<file path="src/rtl/clkcfg_pkg.sv">
package clkcfg_pkg;
  localparam int FIELD_W   = 4;
  localparam int DATA_W    = 8;
  localparam int OFS_LO    = 'h100;
  localparam int OFS_HI    = 'h10D;
  localparam int OFS_CTL0  = 'h108;
  localparam int OFS_CTL1  = 'h109;
  localparam int OFS_STAT  = 'h10A;
  localparam int OFS_SSEN  = 'h10C;
  localparam int OFS_SSCFG = 'h10D;
  localparam int OFS_KEY   = 'h110;
  localparam logic [1:0]        RST_VDIV = 2'd1;
  localparam logic [FIELD_W-1:0] RST_VCO = 4'h1;
  localparam logic [FIELD_W-1:0] RST_LPF = 4'h8;
  localparam logic [DATA_W-1:0] STAT_VAL = {2'b00, 1'b0, 5'h10};
endpackage

</file>
<file path="src/rtl/clkcfg_rstsync.sv">
module clkcfg_rstsync #(
  parameter int STAGES = 2
) (
  input  logic clk,
  input  logic rst_n,
  output logic rst_q
);
  logic [STAGES-1:0] chain_q;
  logic [STAGES-1:0] chain_d;

  always_comb chain_d = {chain_q[STAGES-2:0], 1'b1};

  always_ff @(posedge clk or negedge rst_n) begin
    if (!rst_n) chain_q <= '0;
    else        chain_q <= chain_d;
  end

  assign rst_q = chain_q[STAGES-1];
endmodule

</file>
<file path="src/rtl/clkcfg_unlock.sv">
module clkcfg_unlock #(
  parameter logic [7:0] KEY = 8'h96
) (
  input  logic       clk,
  input  logic       rst_n,
  input  logic       key_we,
  input  logic [7:0] wdata,
  output logic       open_q
);
  logic open_d;

  always_comb begin
    open_d = open_q;
    if (key_we) open_d = (wdata == KEY);
  end

  always_ff @(posedge clk or negedge rst_n) begin
    if (!rst_n) open_q <= 1'b0;
    else        open_q <= open_d;
  end
endmodule

</file>
<file path="src/rtl/clkcfg_fields.sv">
module clkcfg_fields
  import clkcfg_pkg::*;
(
  input  logic               clk,
  input  logic               rst_n,
  input  logic               we_ctl0,
  input  logic               we_ctl1,
  input  logic               we_ssen,
  input  logic               we_sscfg,
  input  logic [DATA_W-1:0]  wdata,
  output logic [FIELD_W-1:0] mult_q,
  output logic [1:0]         vdiv_q,
  output logic               en_q,
  output logic [FIELD_W-1:0] vco_q,
  output logic [FIELD_W-1:0] lpf_q,
  output logic               ssen_q,
  output logic [FIELD_W-1:0] ssint_q,
  output logic [FIELD_W-1:0] ssdev_q
);
  logic [FIELD_W-1:0] mult_d, vco_d, lpf_d, ssint_d, ssdev_d;
  logic [1:0]         vdiv_d;
  logic               en_d, ssen_d;

  always_comb begin
    mult_d  = mult_q;
    vdiv_d  = vdiv_q;
    en_d    = en_q;
    vco_d   = vco_q;
    lpf_d   = lpf_q;
    ssen_d  = ssen_q;
    ssint_d = ssint_q;
    ssdev_d = ssdev_q;
    if (we_ctl0) begin
      mult_d = wdata[7:4];
      en_d   = wdata[0];
      if (wdata[3:2] != 2'd0) vdiv_d = wdata[3:2];
    end
    if (we_ctl1) begin
      vco_d = wdata[7:4];
      lpf_d = wdata[3:0];
    end
    if (we_ssen) ssen_d = wdata[0];
    if (we_sscfg) begin
      ssint_d = wdata[7:4];
      ssdev_d = wdata[3:0];
    end
  end

  always_ff @(posedge clk or negedge rst_n) begin
    if (!rst_n) begin
      mult_q  <= '0;
      vdiv_q  <= RST_VDIV;
      en_q    <= 1'b0;
      vco_q   <= RST_VCO;
      lpf_q   <= RST_LPF;
      ssen_q  <= 1'b0;
      ssint_q <= '0;
      ssdev_q <= '0;
    end else begin
      mult_q  <= mult_d;
      vdiv_q  <= vdiv_d;
      en_q    <= en_d;
      vco_q   <= vco_d;
      lpf_q   <= lpf_d;
      ssen_q  <= ssen_d;
      ssint_q <= ssint_d;
      ssdev_q <= ssdev_d;
    end
  end
endmodule

</file>
<file path="src/rtl/clkcfg_rdmux.sv">
module clkcfg_rdmux
  import clkcfg_pkg::*;
#(
  parameter int ADDR_W = 9
) (
  input  logic               clk,
  input  logic               rst_n,
  input  logic               rd_en,
  input  logic [ADDR_W-1:0]  addr,
  input  logic               bank_open,
  input  logic [FIELD_W-1:0] mult,
  input  logic [1:0]         vdiv,
  input  logic               en,
  input  logic [FIELD_W-1:0] vco,
  input  logic [FIELD_W-1:0] lpf,
  input  logic               ssen,
  input  logic [FIELD_W-1:0] ssint,
  input  logic [FIELD_W-1:0] ssdev,
  output logic [DATA_W-1:0]  rdata_q
);
  logic [DATA_W-1:0] rd_d;

  always_comb begin
    rd_d = '0;
    case (addr)
      ADDR_W'(OFS_CTL0):  rd_d = {mult, vdiv, 1'b0, en};
      ADDR_W'(OFS_CTL1):  rd_d = {vco, lpf};
      ADDR_W'(OFS_STAT):  rd_d = STAT_VAL;
      ADDR_W'(OFS_SSEN):  rd_d = {{(DATA_W-1){1'b0}}, ssen};
      ADDR_W'(OFS_SSCFG): rd_d = {ssint, ssdev};
      ADDR_W'(OFS_KEY):   rd_d = {{(DATA_W-1){1'b0}}, bank_open};
      default:            rd_d = '0;
    endcase
  end

  always_ff @(posedge clk or negedge rst_n) begin
    if (!rst_n)     rdata_q <= '0;
    else if (rd_en) rdata_q <= rd_d;
  end
endmodule

</file>
<file path="src/rtl/clkcfg_regbank.sv">
module clkcfg_regbank
  import clkcfg_pkg::*;
#(
  parameter int         ADDR_W      = 9,
  parameter logic [7:0] KEY         = 8'h96,
  parameter int         SYNC_STAGES = 2
) (
  input  logic               clk,
  input  logic               rst_n,
  input  logic [ADDR_W-1:0]  addr,
  input  logic [DATA_W-1:0]  wdata,
  input  logic               wr_en,
  input  logic               rd_en,
  output logic [DATA_W-1:0]  rdata,
  output logic [FIELD_W-1:0] pll_mult,
  output logic [1:0]         pll_vdiv,
  output logic               pll_en,
  output logic [FIELD_W-1:0] vco_band,
  output logic [FIELD_W-1:0] lpf_res,
  output logic               ss_en,
  output logic [FIELD_W-1:0] ss_interval,
  output logic [FIELD_W-1:0] ss_dev
);
  logic rst_q;
  logic bank_open;
  logic in_bank, wr_ok, key_we;

  clkcfg_rstsync #(.STAGES(SYNC_STAGES)) u_rst (
    .clk(clk), .rst_n(rst_n), .rst_q(rst_q)
  );

  always_comb begin
    in_bank = (addr >= ADDR_W'(OFS_LO)) && (addr <= ADDR_W'(OFS_HI));
    wr_ok   = wr_en && in_bank && bank_open;
    key_we  = wr_en && (addr == ADDR_W'(OFS_KEY));
  end

  clkcfg_unlock #(.KEY(KEY)) u_key (
    .clk(clk), .rst_n(rst_q), .key_we(key_we), .wdata(wdata), .open_q(bank_open)
  );

  clkcfg_fields u_fld (
    .clk      (clk),
    .rst_n    (rst_q),
    .we_ctl0  (wr_ok && (addr == ADDR_W'(OFS_CTL0))),
    .we_ctl1  (wr_ok && (addr == ADDR_W'(OFS_CTL1))),
    .we_ssen  (wr_ok && (addr == ADDR_W'(OFS_SSEN))),
    .we_sscfg (wr_ok && (addr == ADDR_W'(OFS_SSCFG))),
    .wdata    (wdata),
    .mult_q   (pll_mult),
    .vdiv_q   (pll_vdiv),
    .en_q     (pll_en),
    .vco_q    (vco_band),
    .lpf_q    (lpf_res),
    .ssen_q   (ss_en),
    .ssint_q  (ss_interval),
    .ssdev_q  (ss_dev)
  );

  clkcfg_rdmux #(.ADDR_W(ADDR_W)) u_rd (
    .clk(clk), .rst_n(rst_q), .rd_en(rd_en), .addr(addr), .bank_open(bank_open),
    .mult(pll_mult), .vdiv(pll_vdiv), .en(pll_en), .vco(vco_band), .lpf(lpf_res),
    .ssen(ss_en), .ssint(ss_interval), .ssdev(ss_dev), .rdata_q(rdata)
  );
endmodule

</file>
<file path="config.mk">
export PLATFORM = sky130hd
export DESIGN_NAME = clkcfg_regbank
export DESIGN_NICKNAME = d
export VERILOG_FILES = /design/src/rtl/clkcfg_pkg.sv /design/src/rtl/clkcfg_rstsync.sv /design/src/rtl/clkcfg_unlock.sv /design/src/rtl/clkcfg_fields.sv /design/src/rtl/clkcfg_rdmux.sv /design/src/rtl/clkcfg_regbank.sv
export SDC_FILE = /design/constraint.sdc
export NUM_CORES = 1
export LEC_CHECK = 0
export BUFFER_PORTS_ARGS = -buffer_cell sky130_fd_sc_hd__buf_2
export CAP_MARGIN = 20
export CORE_UTILIZATION = 45
export DETAILED_ROUTE_END_ITERATION = 8
export HOLD_SLACK_MARGIN = 0.08
export PLACE_DENSITY = 0.75
export SLEW_MARGIN = 15
export SYNTH_ARGS = -nofsm -noshare
export SYNTH_HDL_FRONTEND = slang
export SYNTH_SLANG_ARGS = --single-unit
</file>
<file path="constraint.sdc">
create_clock -name clk -period 1.08 [get_ports clk]
set_clock_uncertainty 0.15 [all_clocks]
set_input_delay 0.162 -clock clk [delete_from_list [all_inputs] [get_ports clk]]
set_output_delay 0.162 -clock clk [all_outputs]
set_load 0.01 [all_outputs]
</file>
# Word level (Yosys, flattened, before mapping)
# Index checks and enable logic that the tools add are counted.
[op_classes] n_lt_le_gt_ge=2 n_eq_ne=7 mux=1 n_reduce_logical=10
[ops] cell="$eq 9x9->1 const B" count=6
[ops] cell="$pmux 8 s6" count=1
[ops] cell="$ge 9x9->1 const B" count=1
[ops] cell="$le 9x9->1 const B" count=1
[ops] cell="$eq 8x8->1 const B" count=1
[ops] cell="$logic_and 1x1->1" count=8
[ops] cell="$reduce_and 2->1" count=1
[ops] cell="$reduce_bool 2->1" count=1
[totals] reg_bits=35 inputBits=21 out_inout_bits=32 wordCells=31

# Logic depth before layout (Yosys ltp)
# Gate-level depths: netlist (run 1).
[depth] word_depth=6 mapped_depth=6 depth_no_buf=4

# By module
# Synthesis (run 1) repeated with hierarchy kept, for this count alone.
[unflattened] hier_cells=138 hier_area_um2=1824.2
[by_module_without_submodules] module="clkcfg_fields" instances=1 cells_per_inst=53 area_each_um2=989.7 seq_area_each_um2=604.3
[by_module_without_submodules] module="clkcfg_rdmux" instances=1 cells_per_inst=63 area_each_um2=608.1 seq_area_each_um2=200.2
[by_module_without_submodules] module="clkcfg_regbank" instances=1 cells_per_inst=13 area_each_um2=103.8 seq_area_each_um2=0.0
[by_module_without_submodules] module="clkcfg_unlock" instances=1 cells_per_inst=6 area_each_um2=68.8 seq_area_each_um2=25.0
[by_module_without_submodules] module="clkcfg_rstsync" instances=1 cells_per_inst=3 area_each_um2=53.8 seq_area_each_um2=50.0

# Worst setup path before layout (run 1)
# No wires, ideal clock.
[synth_path] path_kind="input port to flip-flop" startpoint="input port addr[7]" endpoint="register u_fld.lpf_q[0]" setup_time_ps=125 t_arrival_ps=1934 required_ps=805 path_slack_ps=-1129 stages=6 path_buffers=2 cell_sequence="or4b_4 > buf_6 > or4_4 > buf_6 > nor2_8 > mux2_4"
[synth_via] elab_chain_len=5 elab_cells_between_ends=7 cone_classes="order compare: 2; eq/ne: 1; reduce/logical: 4"
[synth_lines] element="start, declared" line="clkcfg_regbank.sv:10" text="input logic [ADDR_W-1:0] addr,"
[synth_lines] element="$ge 9x9->1 or $le 9x9->1 (tied branches)" line="clkcfg_regbank.sv:33" text="in_bank = (addr >= ADDR_W'(OFS_LO)) && (addr <= ADDR_W'(OFS_HI));"
[synth_lines] element="$logic_and 1x1->1" line="clkcfg_regbank.sv:33"
[synth_lines] element="$logic_and 1x1->1 (2 in a row)" line="clkcfg_regbank.sv:34" text="wr_ok = wr_en && in_bank && bank_open;"
[synth_lines] element="$logic_and 1x1->1 (*)" line="clkcfg_regbank.sv:46" text=".we_ctl1 (wr_ok && (addr == ADDR_W'(OFS_CTL1))),"
[synth_lines] element="end signal, assigned" line="clkcfg_fields.sv:64" text="lpf_q <= lpf_d;"
[synth_lines] element="end, declared" line="clkcfg_fields.sv:15" text="output logic [FIELD_W-1:0] lpf_q,"
# Every way passes the cells marked *; elsewhere a longest branch is shown, timed or not.
# A chain may end at the register's enable or synchronous reset.

# Final worst setup path (run 1)
[layout_path] startpoint="input port addr[6]" endpoint="register u_fld.lpf_q[1]"
# The elaborated chain is that of the path after synthesis.

==> reports/metrics.yaml, run 1 <==
run_status:
  outcome: "finished with violations"
  violations: "negative setup slack"
global_routing:
  grt_use_met3_pct: 6.93
  grt_start_max_net_pins: 34
  grt.met1_usage_pct: 42.3
  grt_pass1_wl_um: 9630
  antenna_found_initial: 0
  first_global_vias: 1736
  grt_util_met2_pct: 55.0
  global_route.overflow_total: 0
  busiest_layer: "met2"
  grt.total_usage_pct: 33.4
floorplanning:
  pin_count: 53
  dieArea_sq_um: 3950
  core_area_sq_um: 3440
  initial_core_util_pct: 48.4
  die_w_um: 62.9
  num_rows: 21
  die_height_um: 62.9
worst_setup_path:
  cpPeakStageDelay_ps: 550
  endpoint_kind: "flop"
  reg2reg_slack_ps: -690
  cp.arrival_ps: 1930
  worst-path-buf-inv: 1
  required_ps: 1100
  start_kind: "input pin"
  path_delay_family: "simple AND/OR/NAND/NOR gates"
  critPathMaxFanout: 8
  cpMaxStageDelayCell: "or4_4"
  path_cells: "buf_2 > or4b_4 > or4_4 > nor2_8 > mux2_4"
  crit_type: "in -> reg"
hold_path:
  min_path_type: "in -> reg"
placement:
  dp_hpwl_um: 3360
  gp_congestion: 0.885
  io_buffers: 52
cts:
  insertion_delay_ps: 290
  clkSlewWorstSetupHoldPaths_ps: 70
  clkSinkCount: 35
  hold_buffers: 3
  root_buffer: "clkbuf_8"
  cts_buffers: 5
  htree_num_levels: 2
  cts_buffer_depth: 2
  cts_tree: "done"
synth:
  synth_top_family_by_area: "multiplexers"
  postSynthAreaPerCell_sq_um: 13.7
  synth_common_cells: "32 x dfrtp_1, 16 x mux2_2, 8 x mux2_4"
  yosysMostFrequentCell: "dfrtp_1"
  synthArstFlopShare_pct: 100
  synthXorXnorAreaFrac_pct: 0
  synth_fp_nets: 143
  yosysWarnings: 0
  netlist_area_sq_um: 1670
  yosys.area.top_type: "dfrtp_1"
  synth_edf_count: 0
  yosysTopAreaCellShare_pct: 48.0
  synth_area_leaders: "dfrtp_1 48%, mux2_2 11%, mux2_4 7.2%"
  synth-seq-cells: 35
  synth_fa_ha_area_share_pct: 0
  postSynthCellCount: 122
  synth_compound_area_share_pct: 7.21
  ys_seq_area_share_pct: 52.8
  synth_mux_area_share_pct: 22.9
  synth_cell_types: 38
  synth_ff_type: "dfrtp_1"
  yosys.area_share.simple_pct: 14.2
layout:
  area_growth_pct: 81.3
  final_nets: 268
  drive_gt1_share_pct: 71.4
  antenna_cells: 0
  n_fill_cell: 143
routing:
  num_vias: 1734
  drc: 0
  wl_um: 7230
  wl_per_cell_um: 24.6
  postRouteAntennaNets: 0
  via_per_inst: 5.90
  dr.first_iter.drc_count: 191
  dr.pass1.iters: 4
sta:
  rsz0062_at_grt: "yes"
  hold_viol: 0
  fin_setup_tns_ps: -29240
  min_period_ps: 1910
  setup_viol: 65
  min_period_over_period_pct: 177
  worst_pin_slew_ps: 633
  final.setup.worst_slack_ps: -830
  slew_viol_final: 0
  whs_ps: 1.20
  fmax_mhz: 524
  max_slew_margin_pct: 57.3
power:
  power_density_nw_per_um2: 932
  ir_worst_vdd_uv: 662
  p_leak_nw: 1.56
flow_run:
  maxCapViolCount: 0
==> layout by cell type, fill, tap and decap left out, types with 2 or more instances in the layout <==
cell and count:
buf_6 44, buf_4 43, dfrtp_1 31, buf_2 30
mux2_4 15, mux2_2 10, mux2i_1 6, nand2_1 5
nor3_4 5, clkbuf_8 5, a221o_1 4, nor4_4 3
inv_1 3, nor4bb_1 3, dlygate4sd3_1 3, buf_12 3
dfstp_2 3, nand3b_1 2, nor2_1 2, a22o_1 2
or3_4 2, clkinvlp_4 2
==> path summary, 6_finish.rpt <==
path	startpoint	to	cells after the start
max	addr[6]	u_fld.lpf_q[1]	5
min	wdata[1]	u_fld.ssdev_q[1]	2
max reg2reg	u_fld.vco_q[0]	u_rd.rdata_q[4]	4
min reg2reg	u_rst.chain_q[1]	u_rd.rdata_q[2]	1
max in group asynchronous	rst_n	u_rst.chain_q[1]	3
min in group asynchronous	u_rst.chain_q[1]	u_rd.rdata_q[2]	1
==> repair_timing <==
item,CTS,global route
endpoints found under the setup margin,65,65
endpoints found under the hold margin,41,6
gates resized for setup,62,12
pin swaps,9,4
setup buffers,17,7
==> stage by stage <==
step / cell area (sq um) / worst slack [ps] / total power, mW / utilization [%] / std cells
detailed placement: 2370 / -1110 / 1.72 / 68.7 / 262
global placement: 2370 / -1080 / 1.71 / 68.7 / 262
CTS: 2910 / -780 / 2.74 / 84.7 / 289
finish: 3020 / -830 / 2.82 / 87.8 / 294
global route: 3020 / -835 / 2.92 / 87.8 / 294
floorplan: 1690 / -1110 / 1.51 / - / 122
==> layout make-up <==
type | count | area (sq um) | share of cell area (%)
timing repair buffer | 123 | 1060 | 35.0
multi-input combinational | 79 | 925 | 30.6
sequential | 35 | 881 | 29.2
clock buffer | 5 | 68.8 | 2.28
tap | 46 | 57.6 | 1.90
clock inverter | 3 | 20.0 | 0.663
inverter | 3 | 11.3 | 0.373
==> per-layer routing <==
| metal | vias up | part of all wire [%] |
|---|---|---|
| li1 | 709 | - |
| met1 | 877 | 38 |
| met2 | 120 | 49 |
| met3 | 28 | 9.2 |
| met4 | 0 | 3.9 |
| met5 | - | 0 |
==> cell families after synthesis <==
family	Yosys count
mux	32
flops	35
other cells	1
simple gates	32
compound gates	14
buf+inv	8
==> worst register-to-register path, delay by kind of cell (launching register included) <==
family           cells  cell delay [ps]
AND/OR/NAND/NOR      1              400
multiplexers         1              100
flip-flops           1              570
AO/OA/AOI/OAI        2              500
==> registers in the layout (all words and copies together) (netlist names), 2 cells and up <==
name	flops
u_fld.ssdev_q	4
u_rd.rdata_q	8
u_fld.ssint_q	4
u_rst.chain_q	2
u_fld.lpf_q	4
u_fld.mult_q	4
u_fld.vco_q	4
u_fld.vdiv_q	2
==> power by group <==
part	leakage [nW]	internal [mW]	switching [mW]
Combinational	1.06	0.244	0.227
Sequential	0.466	1.34	0.0253
Clock	0.0402	0.449	0.528
Power figures use the tool's default switching activity.
==> run 2: changes to the inputs <==
--- a/config.mk
+++ b/config.mk
@@ -10,7 +10,7 @@
 export CORE_UTILIZATION = 45
 export DETAILED_ROUTE_END_ITERATION = 8
 export HOLD_SLACK_MARGIN = 0.08
-export PLACE_DENSITY = 0.75
+export PLACE_DENSITY_LB_ADDON = 0.15
 export SLEW_MARGIN = 15
 export SYNTH_ARGS = -nofsm -noshare
 export SYNTH_HDL_FRONTEND = slang
==> reports/metrics.yaml, run 2 (synthesis results as in run 1) <==
run_status:
  outcome: "finished with violations"
  violations: "negative hold slack, negative setup slack"
layout:
  final_nets: 266
  multi_input_area_sq_um: 888
  antenna_cells: 0
  n_fill_cell: 196
  layout_commonest_cell: "buf_4"
  final_cell_mix: "47 x buf_4, 35 x buf_2, 33 x buf_6, 31 x dfrtp_1, 14 x mux2_4"
  top_register: "u_rd.rdata_q"
  drive_gt1_share_pct: 69.1
  area_growth_pct: 74.2
  fin_cells: 292
  ff_latch_area_sq_um: 881
  largest_reg_flops: 8
worst_setup_path:
  critPathMaxFanout: 8
  endpoint_kind: "flop"
  crit_type: "in -> reg"
  r2r_cells: 5
  required_ps: 1110
  r2r_start: "u_key.open_q"
  start_kind: "input pin"
  reg2reg_slack_ps: -580
  path_cells: "buf_6 > or4b_4 > or4_4 > nor2_8 > mux2_4"
  cpMaxStageDelayCell: "or4_4"
  cp.arrival_ps: 1890
  cpPeakStageDelay_ps: 540
  rr_endpoint: "u_fld.ssdev_q[1]"
routing:
  postRouteAntennaNets: 0
  via_per_inst: 5.23
  num_vias: 1528
  dr.pass1.iters: 4
  drc: 0
  wl_um: 4940
  wl_per_cell_um: 16.9
  dr.first_iter.drc_count: 35
sta:
  min_period_ps: 1860
  rsz0062_at_grt: "yes"
  fin_setup_tns_ps: -24760
  fmax_mhz: 536
  min_period_over_period_pct: 173
  setup_viol: 65
  whs_ps: -41.0
  slew_viol_final: 0
  final.setup.worst_slack_ps: -784
  hold_viol: 6
cts:
  clkSinkCount: 35
  insertion_delay_ps: 290
  root_buffer: "clkbuf_8"
  cts_tree: "done"
  htree_num_levels: 2
  cts_buffers: 5
  hold_buffers: 4
  cts_buffer_depth: 2
  clkSlewWorstSetupHoldPaths_ps: 70
floorplanning:
  die_w_um: 62.9
  initial_core_util_pct: 48.4
  core_area_sq_um: 3440
  die_height_um: 62.9
  pin_count: 53
  dieArea_sq_um: 3950
  num_rows: 21
placement:
  dp_hpwl_um: 3330
  pre_cts_slack_ps: -1110
  io_buffers: 52
  gp_congestion: 0.828
  dp.cells: 260
power:
  ir_worst_vdd_uv: 699
  power_density_nw_per_um2: 937
  p_leak_nw: 1.51
global_routing:
  grt_pass1_wl_um: 7770
  antenna_found_initial: 0
  first_global_vias: 1624
  grt.total_usage_pct: 26.5
  global_route.overflow_total: 0
  grt.met1_usage_pct: 31.2
  grt_start_max_net_pins: 28
  busiest_layer: "met2"
  grt_use_met3_pct: 6.02
  grt_util_met2_pct: 47.1
hold_path:
  min_path_type: "reg -> async"
flow_run:
  maxCapViolCount: 0
[run 2: power breakdown]
part	switching, mW	internal [mW]
clock	0.480	0.450
sequential	0.0263	1.34
combinational	0.185	0.235
[run 2: critical path, delay by kind of cell]
family                 cells  cell delay [ps]
buffers and inverters      1               90
muxes                      1              340
and+or+nand+nor            3             1300
[run 2: worst max path at each step]
stage                 start        endpoint  slack [ps]  cells after the start
CTS                 addr[7]  u_fld.lpf_q[0]        -780                      5
detailed placement  addr[7]  u_fld.vco_q[2]       -1110                      5
finish              addr[7]  u_fld.vco_q[2]        -780                      5
global route        addr[7]  u_fld.lpf_q[0]        -800                      5
global placement    addr[7]  u_fld.lpf_q[0]       -1070                      5
floorplan           addr[7]  u_fld.lpf_q[0]       -1110                      6
[run 2: metrics by stage]
step           total power, mW  instance area (sq um)  util (%)
2_1_floorplan             1.51                   1690         -
3_3_place_gp              1.71                   2340      67.9
3_5_place_dp              1.71                   2340      67.9
4_1_cts                   2.70                   2820      82.0
5_1_grt                   2.81                   2900      84.3
6_report                  2.72                   2900      84.3
[run 2: layout make-up]
cell class	count	share of cell area [%]
Inverter	3	0.388
Clock buffer	6	2.50
Tap cell	46	1.98
Timing Repair Buffer	121	33.8
Multi-Input combinational cell	79	30.6
Clock inverter	2	0.431
Sequential cell	35	30.3
[run 2: layer usage]
metal | routed length, um | share of wire [%]
met1 | 2040 | 41
met2 | 2600 | 53
met3 | 221 | 4.5
met4 | 77 | 1.6
met5 | 0 | 0
[run 2: timing repair]
item / CTS / global route
pin swaps: 3 / 3
setup endpoints to repair: 65 / 65
resized for setup: 46 / 8
buffers inserted: 17 / 6
hold endpoints to repair: 21 / 7
